[src/rtl/rsp_pkg.sv]
package rsp_pkg;
    typedef enum logic [2:0] {
        S_LISTEN    = 3'd0,
        S_QUIET     = 3'd1,
        S_MARK      = 3'd2,
        S_WIDE_HEAD = 3'd3,
        S_WIDE_TAIL = 3'd4
    } rsp_state_e;
endpackage

[src/rtl/rsp_counters.sv]
module rsp_counters #(
    parameter int T1_BITS = 193,
    parameter int E1_BITS = 256,
    parameter int T1_SF   = 12,
    parameter int T1_ESF  = 24,
    parameter int E1_MF   = 16,
    parameter int BW      = 8,
    parameter int FW      = 5,
    parameter int CW      = 4
) (
    input  logic          clk,
    input  logic          rst_n,
    input  logic          e1_mode,
    input  logic          esf_mode,
    input  logic          realign,
    input  logic          load_mf,
    input  logic [CW-1:0] cas_ofs,
    input  logic [CW-1:0] crc_ofs,
    output logic [BW-1:0] bit_q,
    output logic [BW-1:0] bit_n,
    output logic [FW-1:0] t1_n,
    output logic [CW-1:0] cas_n,
    output logic [CW-1:0] crc_n
);
    logic [FW-1:0] t1_q;
    logic [CW-1:0] cas_q, crc_q;
    logic [BW-1:0] last_bit;
    logic [FW-1:0] t1_last;
    logic          wrap;

    always_comb begin
        last_bit = e1_mode ? BW'(E1_BITS - 1) : BW'(T1_BITS - 1);
        t1_last  = esf_mode ? FW'(T1_ESF - 1) : FW'(T1_SF - 1);
        wrap     = (bit_q >= last_bit);
        bit_n    = wrap ? '0 : bit_q + BW'(1);
        t1_n     = t1_q;
        cas_n    = cas_q;
        crc_n    = crc_q;
        if (realign) begin
            // the edge cycle is bit 0, so the next cycle is bit 1
            bit_n = BW'(1);
            if (load_mf) begin
                t1_n  = '0;
                cas_n = cas_ofs;
                crc_n = crc_ofs;
            end
        end else if (wrap) begin
            t1_n  = (t1_q >= t1_last) ? '0 : t1_q + FW'(1);
            cas_n = (cas_q == CW'(E1_MF - 1)) ? '0 : cas_q + CW'(1);
            crc_n = (crc_q == CW'(E1_MF - 1)) ? '0 : crc_q + CW'(1);
        end
    end

    always_ff @(posedge clk or negedge rst_n) begin
        if (!rst_n) begin
            bit_q <= '0;
            t1_q  <= '0;
            cas_q <= '0;
            crc_q <= '0;
        end else begin
            bit_q <= bit_n;
            t1_q  <= t1_n;
            cas_q <= cas_n;
            crc_q <= crc_n;
        end
    end
endmodule

[src/rtl/rsp_qualify.sv]
module rsp_qualify #(
    parameter int SIG_GAP = 6,
    parameter int BW      = 8,
    parameter int FW      = 5,
    parameter int CW      = 4
) (
    input  logic          e1_mode,
    input  logic          mf_sel,
    input  logic          dbl_sig,
    input  logic          crc_sel,
    input  logic [BW-1:0] bit_n,
    input  logic [FW-1:0] t1_n,
    input  logic [CW-1:0] cas_n,
    input  logic [CW-1:0] crc_n,
    output logic          hit,
    output logic          wide
);
    logic sig_frame;

    always_comb begin
        sig_frame = ((int'(t1_n) % SIG_GAP) == SIG_GAP - 1);
        hit  = 1'b0;
        wide = 1'b0;
        if (bit_n == '0) begin
            if (!mf_sel) begin
                hit  = 1'b1;
                wide = !e1_mode && dbl_sig && sig_frame;
            end else if (e1_mode) begin
                hit = crc_sel ? (crc_n == '0) : (cas_n == '0);
            end else begin
                hit = (t1_n == '0);
            end
        end
    end
endmodule

[src/rtl/rsp_sync_gen.sv]
module rsp_sync_gen
    import rsp_pkg::*;
#(
    parameter int T1_BITS = 193,
    parameter int E1_BITS = 256,
    parameter int T1_SF   = 12,
    parameter int T1_ESF  = 24,
    parameter int E1_MF   = 16,
    parameter int SIG_GAP = 6,
    localparam int BW     = $clog2((T1_BITS > E1_BITS) ? T1_BITS : E1_BITS),
    localparam int FW     = $clog2(T1_ESF),
    localparam int CW     = $clog2(E1_MF)
) (
    input  logic          clk,
    input  logic          rst_n,
    input  logic          dir_out,
    input  logic          e1_mode,
    input  logic          esf_mode,
    input  logic          mf_sel,
    input  logic          dbl_sig,
    input  logic          crc_sel,
    input  logic [CW-1:0] cas_ofs,
    input  logic [CW-1:0] crc_ofs,
    input  logic          sync_in,
    output logic          sync_oe,
    output logic          sync_out
);
    rsp_state_e    state_q, state_n;
    logic          sync_d;
    logic          realign;
    logic [BW-1:0] bit_q, bit_n;
    logic [FW-1:0] t1_n;
    logic [CW-1:0] cas_n, crc_n;
    logic          hit, wide;

    assign realign = !dir_out && sync_in && !sync_d;

    always_ff @(posedge clk or negedge rst_n) begin
        if (!rst_n) sync_d <= 1'b0;
        else        sync_d <= sync_in;
    end

    rsp_counters #(
        .T1_BITS(T1_BITS), .E1_BITS(E1_BITS), .T1_SF(T1_SF), .T1_ESF(T1_ESF),
        .E1_MF(E1_MF), .BW(BW), .FW(FW), .CW(CW)
    ) u_cnt (
        .clk(clk), .rst_n(rst_n), .e1_mode(e1_mode), .esf_mode(esf_mode),
        .realign(realign), .load_mf(mf_sel), .cas_ofs(cas_ofs), .crc_ofs(crc_ofs),
        .bit_q(bit_q), .bit_n(bit_n), .t1_n(t1_n), .cas_n(cas_n), .crc_n(crc_n)
    );

    rsp_qualify #(.SIG_GAP(SIG_GAP), .BW(BW), .FW(FW), .CW(CW)) u_qual (
        .e1_mode(e1_mode), .mf_sel(mf_sel), .dbl_sig(dbl_sig), .crc_sel(crc_sel),
        .bit_n(bit_n), .t1_n(t1_n), .cas_n(cas_n), .crc_n(crc_n),
        .hit(hit), .wide(wide)
    );

    always_ff @(posedge clk or negedge rst_n) begin
        if (!rst_n) state_q <= S_LISTEN;
        else        state_q <= state_n;
    end

    always_comb begin
        state_n = S_QUIET;
        if (!dir_out) begin
            state_n = S_LISTEN;
        end else begin
            unique case (state_q)
                S_WIDE_HEAD: state_n = S_WIDE_TAIL;
                S_LISTEN, S_QUIET, S_MARK, S_WIDE_TAIL:
                    state_n = hit ? (wide ? S_WIDE_HEAD : S_MARK) : S_QUIET;
                default: state_n = S_QUIET;
            endcase
        end
    end

    always_comb begin
        unique case (state_q)
            S_LISTEN:                       begin sync_oe = 1'b0; sync_out = 1'b0; end
            S_QUIET:                        begin sync_oe = 1'b1; sync_out = 1'b0; end
            S_MARK, S_WIDE_HEAD, S_WIDE_TAIL: begin sync_oe = 1'b1; sync_out = 1'b1; end
            default:                        begin sync_oe = 1'b0; sync_out = 1'b0; end
        endcase
    end
endmodule

[config.mk]
export PLATFORM = sky130hd
export DESIGN_NAME = rsp_sync_gen
export DESIGN_NICKNAME = d
export VERILOG_FILES = /design/src/rtl/rsp_pkg.sv /design/src/rtl/rsp_counters.sv /design/src/rtl/rsp_qualify.sv /design/src/rtl/rsp_sync_gen.sv
export SDC_FILE = /design/constraint.sdc
export NUM_CORES = 1
export LEC_CHECK = 0
export BUFFER_PORTS_ARGS = -buffer_cell sky130_fd_sc_hd__buf_2
export CORE_ASPECT_RATIO = 0.5
export CORE_MARGIN = 2
export CORE_UTILIZATION = 59
export DETAILED_ROUTE_END_ITERATION = 8
export PLACE_DENSITY_LB_ADDON = 0.2
export SLEW_MARGIN = 20
export SYNTH_ARGS = -nofsm -noshare
export SYNTH_HDL_FRONTEND = slang
export SYNTH_SLANG_ARGS = --single-unit
[constraint.sdc]
create_clock -name clk -period 5 [get_ports clk]
set_input_delay 0.5 -clock clk [delete_from_list [all_inputs] [get_ports clk]]
set_output_delay 0.5 -clock clk [all_outputs]
set_load 0.05 [all_outputs]
======== Yosys cells after proc, flatten, opt, wreduce, memory -nomap -nowiden ========
Index checks and enable logic that the tools add are counted.
operators by class
  add/sub/neg operators ................... 4
  div/mod/pow operators ................... 1
  magnitude comparators ................... 2
  equal/unequal tests ..................... 7
  mux-type cells .......................... 28
  reductions and logical operators ........ 15
operator list
  operator                                                                 count
  32-bit by 4-bit equality test with 1-bit output (second input constant)  1
  6-bit by 4-bit modulo with 32-bit output (second input constant)         1
  4-bit two-way mux                                                        8
  5-bit two-way mux                                                        5
  8-bit two-way mux                                                        2
  1-bit two-way mux                                                        9
  4-bit by 1-bit adder with 4-bit output (second input constant)           2
  8-bit by 1-bit adder with 8-bit output (second input constant)           1
  4-bit equality test (second input constant)                              2
  8-bit >= comparator                                                      1
  4-bit logical NOT                                                        2
  8-bit logical NOT                                                        1
  4-bit OR reduction                                                       2
  3-bit by 2-bit equality test with 1-bit output (second input constant)   2
  6-bit two-way mux                                                        1
  3-bit one-hot mux with 2 select lines                                    1
  5-bit by 1-bit adder with 5-bit output (second input constant)           1
  5-bit >= comparator                                                      1
  5-bit logical NOT                                                        1
  1-bit logical AND                                                        4
  3-bit by 1-bit equality test with 1-bit output (second input constant)   1
  3-bit equality test (second input constant)                              1
  1-bit logical NOT                                                        3
  3-bit logical NOT                                                        1
  other kinds (3)                                                          3
word-level totals
  register bits ........................... 25
  input port bits ......................... 17
  output and inout bits ................... 2
  word-level logic and storage cells ...... 63

======== Longest topological paths before layout ========
  depth after elaboration ................. 14
  depth in mapped cells ................... 20
  mapped depth without buffers ............ 20

======== By module ========
A second synthesis with hierarchy kept.
second synthesis, totals
  cell total of the unflattened synthesis .. 197
  area, all modules ....................... 1811.7 µm²
modules (own cells, without submodules)
  module        instances  cells each  area an instance (µm²)  seq. area each (µm²)
  rsp_counters  1          151         1431.4                  525.5
  rsp_qualify   1          29          193.9                   0.0
  rsp_sync_gen  1          17          186.4                   100.1

======== Worst setup path after synthesis ========
Ideal clock, no wire load.
  kind .................................... input to register
  from .................................... input e1_mode
  to ...................................... register state_q[0]
  setup time .............................. 0.138 ns
  arrival ................................. 3.749 ns
  data required time ...................... 4.862 ns
  path slack .............................. 1.113 ns
  stages on the path ...................... 19
  buffers on the path ..................... 0
  path through ............................ ha_1 nand2b_1 a2111o_1 a311oi_4 nand2_2 and2_4 inv_1 ha_1 nand2b_1 nor2_1 nor2_1 a21oi_1 o21ai_0 ha_1 inv_1 a22oi_1 o2bb2ai_1 a211oi_1 o32ai_2
on the way
  cells in the longest elaborated chain, start to end .. 13
  elaborated cells between the ends (all ways) .. 29
  those cells by class .................... 1 x div; 1 x order compare; 1 x eq/ne; 19 x mux; 7 x reduce/logical
ends and longest elaborated chain
  item                                             line                source
  from (decl)                                      rsp_sync_gen.sv:17  input logic e1_mode,
  6-bit two-way mux *                              rsp_counters.sv:32  last_bit = e1_mode ? BW'(E1_BITS - 1) : BW'(T1_BITS - 1);
  8-bit >= comparator *                            rsp_counters.sv:34  wrap = (bit_q >= last_bit);
  5-bit two-way mux *                              rsp_counters.sv:47  end else if (wrap) begin
  5-bit two-way mux *                              rsp_counters.sv:39  if (realign) begin
  net t1_n[4]                                      rsp_sync_gen.sv:32  logic [FW-1:0] t1_n;
  6-bit by 4-bit modulo with 32-bit output         rsp_qualify.sv:21   sig_frame = ((int'(t1_n) % SIG_GAP) == SIG_GAP - 1);
  32-bit by 4-bit equality test with 1-bit output  rsp_qualify.sv:21
  1-bit logical AND                                rsp_qualify.sv:27   wide = !e1_mode && dbl_sig && sig_frame;
  1-bit two-way mux                                rsp_qualify.sv:25   if (!mf_sel) begin
  1-bit two-way mux                                rsp_qualify.sv:24   if (bit_n == '0) begin
  1-bit two-way mux                                rsp_sync_gen.sv:71  state_n = hit ? (wide ? S_WIDE_HEAD : S_MARK) : S_QUIET;
  2-bit two-way mux *                              rsp_sync_gen.sv:71
  3-bit one-hot mux with 2 select lines *          rsp_sync_gen.sv:68  unique case (state_q)
  3-bit two-way mux *                              rsp_sync_gen.sv:65  if (!dir_out) begin
  net state_n[0]                                   rsp_sync_gen.sv:28  rsp_state_e state_q, state_n;
  to (signal assigned)                             rsp_sync_gen.sv:60  else state_q <= state_n;
  to (decl)                                        rsp_sync_gen.sv:28
The timed path passes the listed nets; every way through them passes the cells marked *.

======== Final worst setup path ========
  from .................................... register u_cnt.bit_q[0]
  to ...................................... register state_q[0]
on the way
  cells in the longest elaborated chain, start to end .. 12
  elaborated cells between the ends (all ways) .. 27
  those cells by class .................... 1 x add/sub; 1 x div; 1 x order compare; 1 x eq/ne; 18 x mux; 5 x reduce/logical
ends and longest elaborated chain
  item                                             line                source
  from (decl)                                      rsp_counters.sv:19  output logic [BW-1:0] bit_q,
  from (signal assigned)                           rsp_counters.sv:61  bit_q <= bit_n;
  8-bit >= comparator *                            rsp_counters.sv:34
  5-bit two-way mux *                              rsp_counters.sv:47
  5-bit two-way mux *                              rsp_counters.sv:39
  net t1_n[4]                                      rsp_sync_gen.sv:32
  6-bit by 4-bit modulo with 32-bit output         rsp_qualify.sv:21
  32-bit by 4-bit equality test with 1-bit output  rsp_qualify.sv:21
  1-bit logical AND                                rsp_qualify.sv:27
  1-bit two-way mux                                rsp_qualify.sv:25
  1-bit two-way mux                                rsp_qualify.sv:24
  1-bit two-way mux                                rsp_sync_gen.sv:71
  2-bit two-way mux *                              rsp_sync_gen.sv:71
  3-bit one-hot mux with 2 select lines *          rsp_sync_gen.sv:68
  3-bit two-way mux *                              rsp_sync_gen.sv:65
  net state_n[0]                                   rsp_sync_gen.sv:28
Marked as above.

==> results.yml <==
route:
  drt-total-wl_mm: 4.34
  ant_nets: 0
  drtIter0Drc: 104
  viasPerCell: 6.23
  vias: 1620
  drt-pass1-iter-count: 4
  wire_per_inst_um: 16.7
  drc: 0
setup_path:
  critical_path_class: "flip-flop to flip-flop"
  crit_fanout: 7
  r2r_start: "u_cnt.bit_q[0]"
  end_kind: "flip-flop"
  crit_start: "u_cnt.bit_q[0]"
  reg2reg_to: "state_q[0]"
  regToRegSetupSlack_ps: 690
  setup.worst_path.start_class: "flip-flop"
  worst-r2r-cell-count: 20
  critPathArrivalTime_ps: 4450
  critical_path_required_ps: 5150
sta:
  relSlewSlack: 0.578
  whs_ps: 219
  finalSetupTns_ps: 0
  period_share: 0.861
  timing.fmax_mhz: 232
  rsz0062_at_grt: "no"
  worstMarginPinSlew_ps: 633
  hold_violations: 0
  fin_skew_ps: 0.777
  finalMaxSlewViolations: 0
  finalCriticalPeriod_ps: 4310
  setup_violations: 0
power:
  pwr_density_cell_mw_per_mm2: 301
  vdd_drop_max_mv: 0.218
  leakage_nw: 0.933
final_layout:
  final_util: 0.682
  fill_cells: 247
  syn_to_final_growth_pct: 9.18
  seq_area_um2: 626
  n_antenna_cell: 0
  drive_gt1_frac: 0.186
  nets: 253
  multi_input_area_mm2: 0.00117
clocking:
  clkSinkCount: 25
  cts_tree: "yes"
  ctsResizeCount: 0
  clock_latency_ps: 270
  cts_buffers: 3
  cts_buffer_depth: 2
  post-cts-setup-buffers: 0
  root_buffer: "clkbuf_8"
  clkSlewWorstSetupHoldPaths_ps: 90
  htreeDepth: 1
  cts_hold_buf: 0
worst_hold_path:
  hold_path_class: "input pin to asynchronous set/reset pin"
placement:
  portBuffers: 18
  place.gp.congestion: 0.914
  dp_hpwl_mm: 3.34
global_route:
  grt_start_max_net_pins: 26
  grt_pass1_vias: 1588
  overflow: 0
  grt.total_usage: 0.258
  grt_pass1_wl_mm: 7.39
  antenna_found_initial: 0
status:
  status: "finished clean"
yosys:
  ys_seq_area_frac: 0.332
  synthFlopType: "dfrtp_1"
  syn_nets: 232
  ys_ff_latch: 25
  yosys_warnings: 0
  yosys.cell_types.count: 61
  avgSynthCellArea_um2: 9.41
  ys_top_cells_by_area: "dfrtp_1 33%, ha_1 10%, nor2_1 3.4%"
  synth_top_cell_by_area: "dfrtp_1"
  syn_inst: 200
  synth_edf_count: 0
  syn_area_mm2: 0.00188
  synth_top_area_share: 0.332
  synthArstFlopShare: 1.00
floorplan:
  dieWidth_um: 83.9
  boundaryPins: 19
  die_h_um: 43.9
  start_util: 0.625
  rows: 14
  fp.coreArea_mm2: 0.00301
  dieArea_mm2: 0.00368
run:
  max_cap_violations: 0
[sequential cells by signal, summed over array words and instances (netlist names)]
register	count
u_cnt.crc_q	4
u_cnt.cas_q	4
u_cnt.t1_q	5
state_q	3
sync_d	1
u_cnt.bit_q	8
[layout by cell type (no fill, tap or decap), types with 3 or more instances in the layout]
master and count:
nand3_1 10, nand2b_1 4, nor4_1 3, ha_1 15, o21ai_0 6, nor3_1 3
buf_2 18, dfrtp_1 25, xnor2_1 3, and2_1 3, nand2_1 13, a21oi_1 9
nor3b_1 4, nor2_1 17, a211oi_1 4, inv_1 16, and3_1 3, a311oi_1 3
clkbuf_8 3, xor2_1 5, o211ai_1 4
[cell usage after synthesis, types with 2 or more instances]
| master | count |
|---|---|
| o211ai_1 | 4 |
| nor4_1 | 3 |
| nand2_1 | 13 |
| o41ai_1 | 2 |
| nor3_1 | 3 |
| nor2_1 | 17 |
| o311ai_0 | 2 |
| xnor2_1 | 3 |
| nand3_1 | 10 |
| dfrtp_1 | 25 |
| a32oi_1 | 2 |
| xor2_1 | 5 |
| nand2b_1 | 4 |
| nand4_1 | 2 |
| and2_1 | 3 |
| a311oi_1 | 3 |
| a221oi_2 | 2 |
| and3_1 | 3 |
| a211oi_2 | 2 |
| a211oi_1 | 4 |
| a32oi_2 | 2 |
| ha_1 | 15 |
| o21ai_0 | 6 |
| a21oi_1 | 9 |
| o22ai_1 | 2 |
| nor3b_1 | 4 |
| inv_1 | 16 |
[layer usage]
layer | global-route usage | wire (µm) | vias to the layer above
met3 | 0.0667 | 209 | 2
met2 | 0.422 | 1900 | 39
met5 | 0 | 0 | -
met4 | 0.0323 | 8 | 0
li1 | - | - | 806
met1 | 0.364 | 2230 | 773
[worst max path at each step]
stage                 endpoint  slack [ps]  depth (start not counted)
floorplan           state_q[0]        1110                         19
global placement    state_q[0]         730                         19
detailed placement  state_q[0]         590                         20
CTS                 state_q[0]         700                         20
global route        state_q[0]         390                         20
finish              state_q[0]         690                         20
[where the power goes]
part / switching (W) / internal, W / total, W
clock network: 0.0000682 / 0.0000572 / 0.000125
logic: 0.000123 / 0.0000868 / 0.000210
registers: 0.0000458 / 0.000238 / 0.000284
total: 0.000237 / 0.000382 / 0.000619
[metrics by stage]
step	std cells	power, W	setup slack [ps]	area, µm²
floorplan	200	0.000435	1110	1880
global placement	256	0.000486	733	2010
detailed placement	256	0.000494	593	2010
CTS	260	0.000617	700	2050
global route	260	0.000664	386	2050
finish	260	0.000619	693	2050
[kinds of logic (layout without fill, tap and decap cells)]
logic type,count (synthesis),count (layout),share of synthesized area
adders and majority gates,15,15,0.0997
DFF,25,25,0.332
and+or+nand+nor,71,71,0.200
xor gates and xnor gates,8,8,0.0372
AOI/OAI and AO/OA,59,59,0.275
muxes,2,2,0.0113
buffers and inverters,20,40,0.0445
[critical path, cell delays in order, from the launching register on]
cell       delay [ps]
dfrtp_1           460
inv_1              70
ha_1              260
nand2b_1          130
a2111o_1          540
a311oi_4          510
nand2_2           150
and2_4            210
inv_1              70
ha_1              220
nand2b_1          160
nor2_1            170
nor2_1             60
a21oi_1           110
o21ai_0            90
ha_1              220
inv_1             110
a22oi_1            80
o2bb2ai_1         140
a211oi_1          290
o32ai_2           130
[area by class of cell]
class	count	area share
sequential	25	0.305
timing repair buffer	19	0.0475
inverter	17	0.0311
clock buffer	4	0.0219
multi-input combinational	155	0.571
tap	40	0.0244
(Power assumes the default switching activity.)
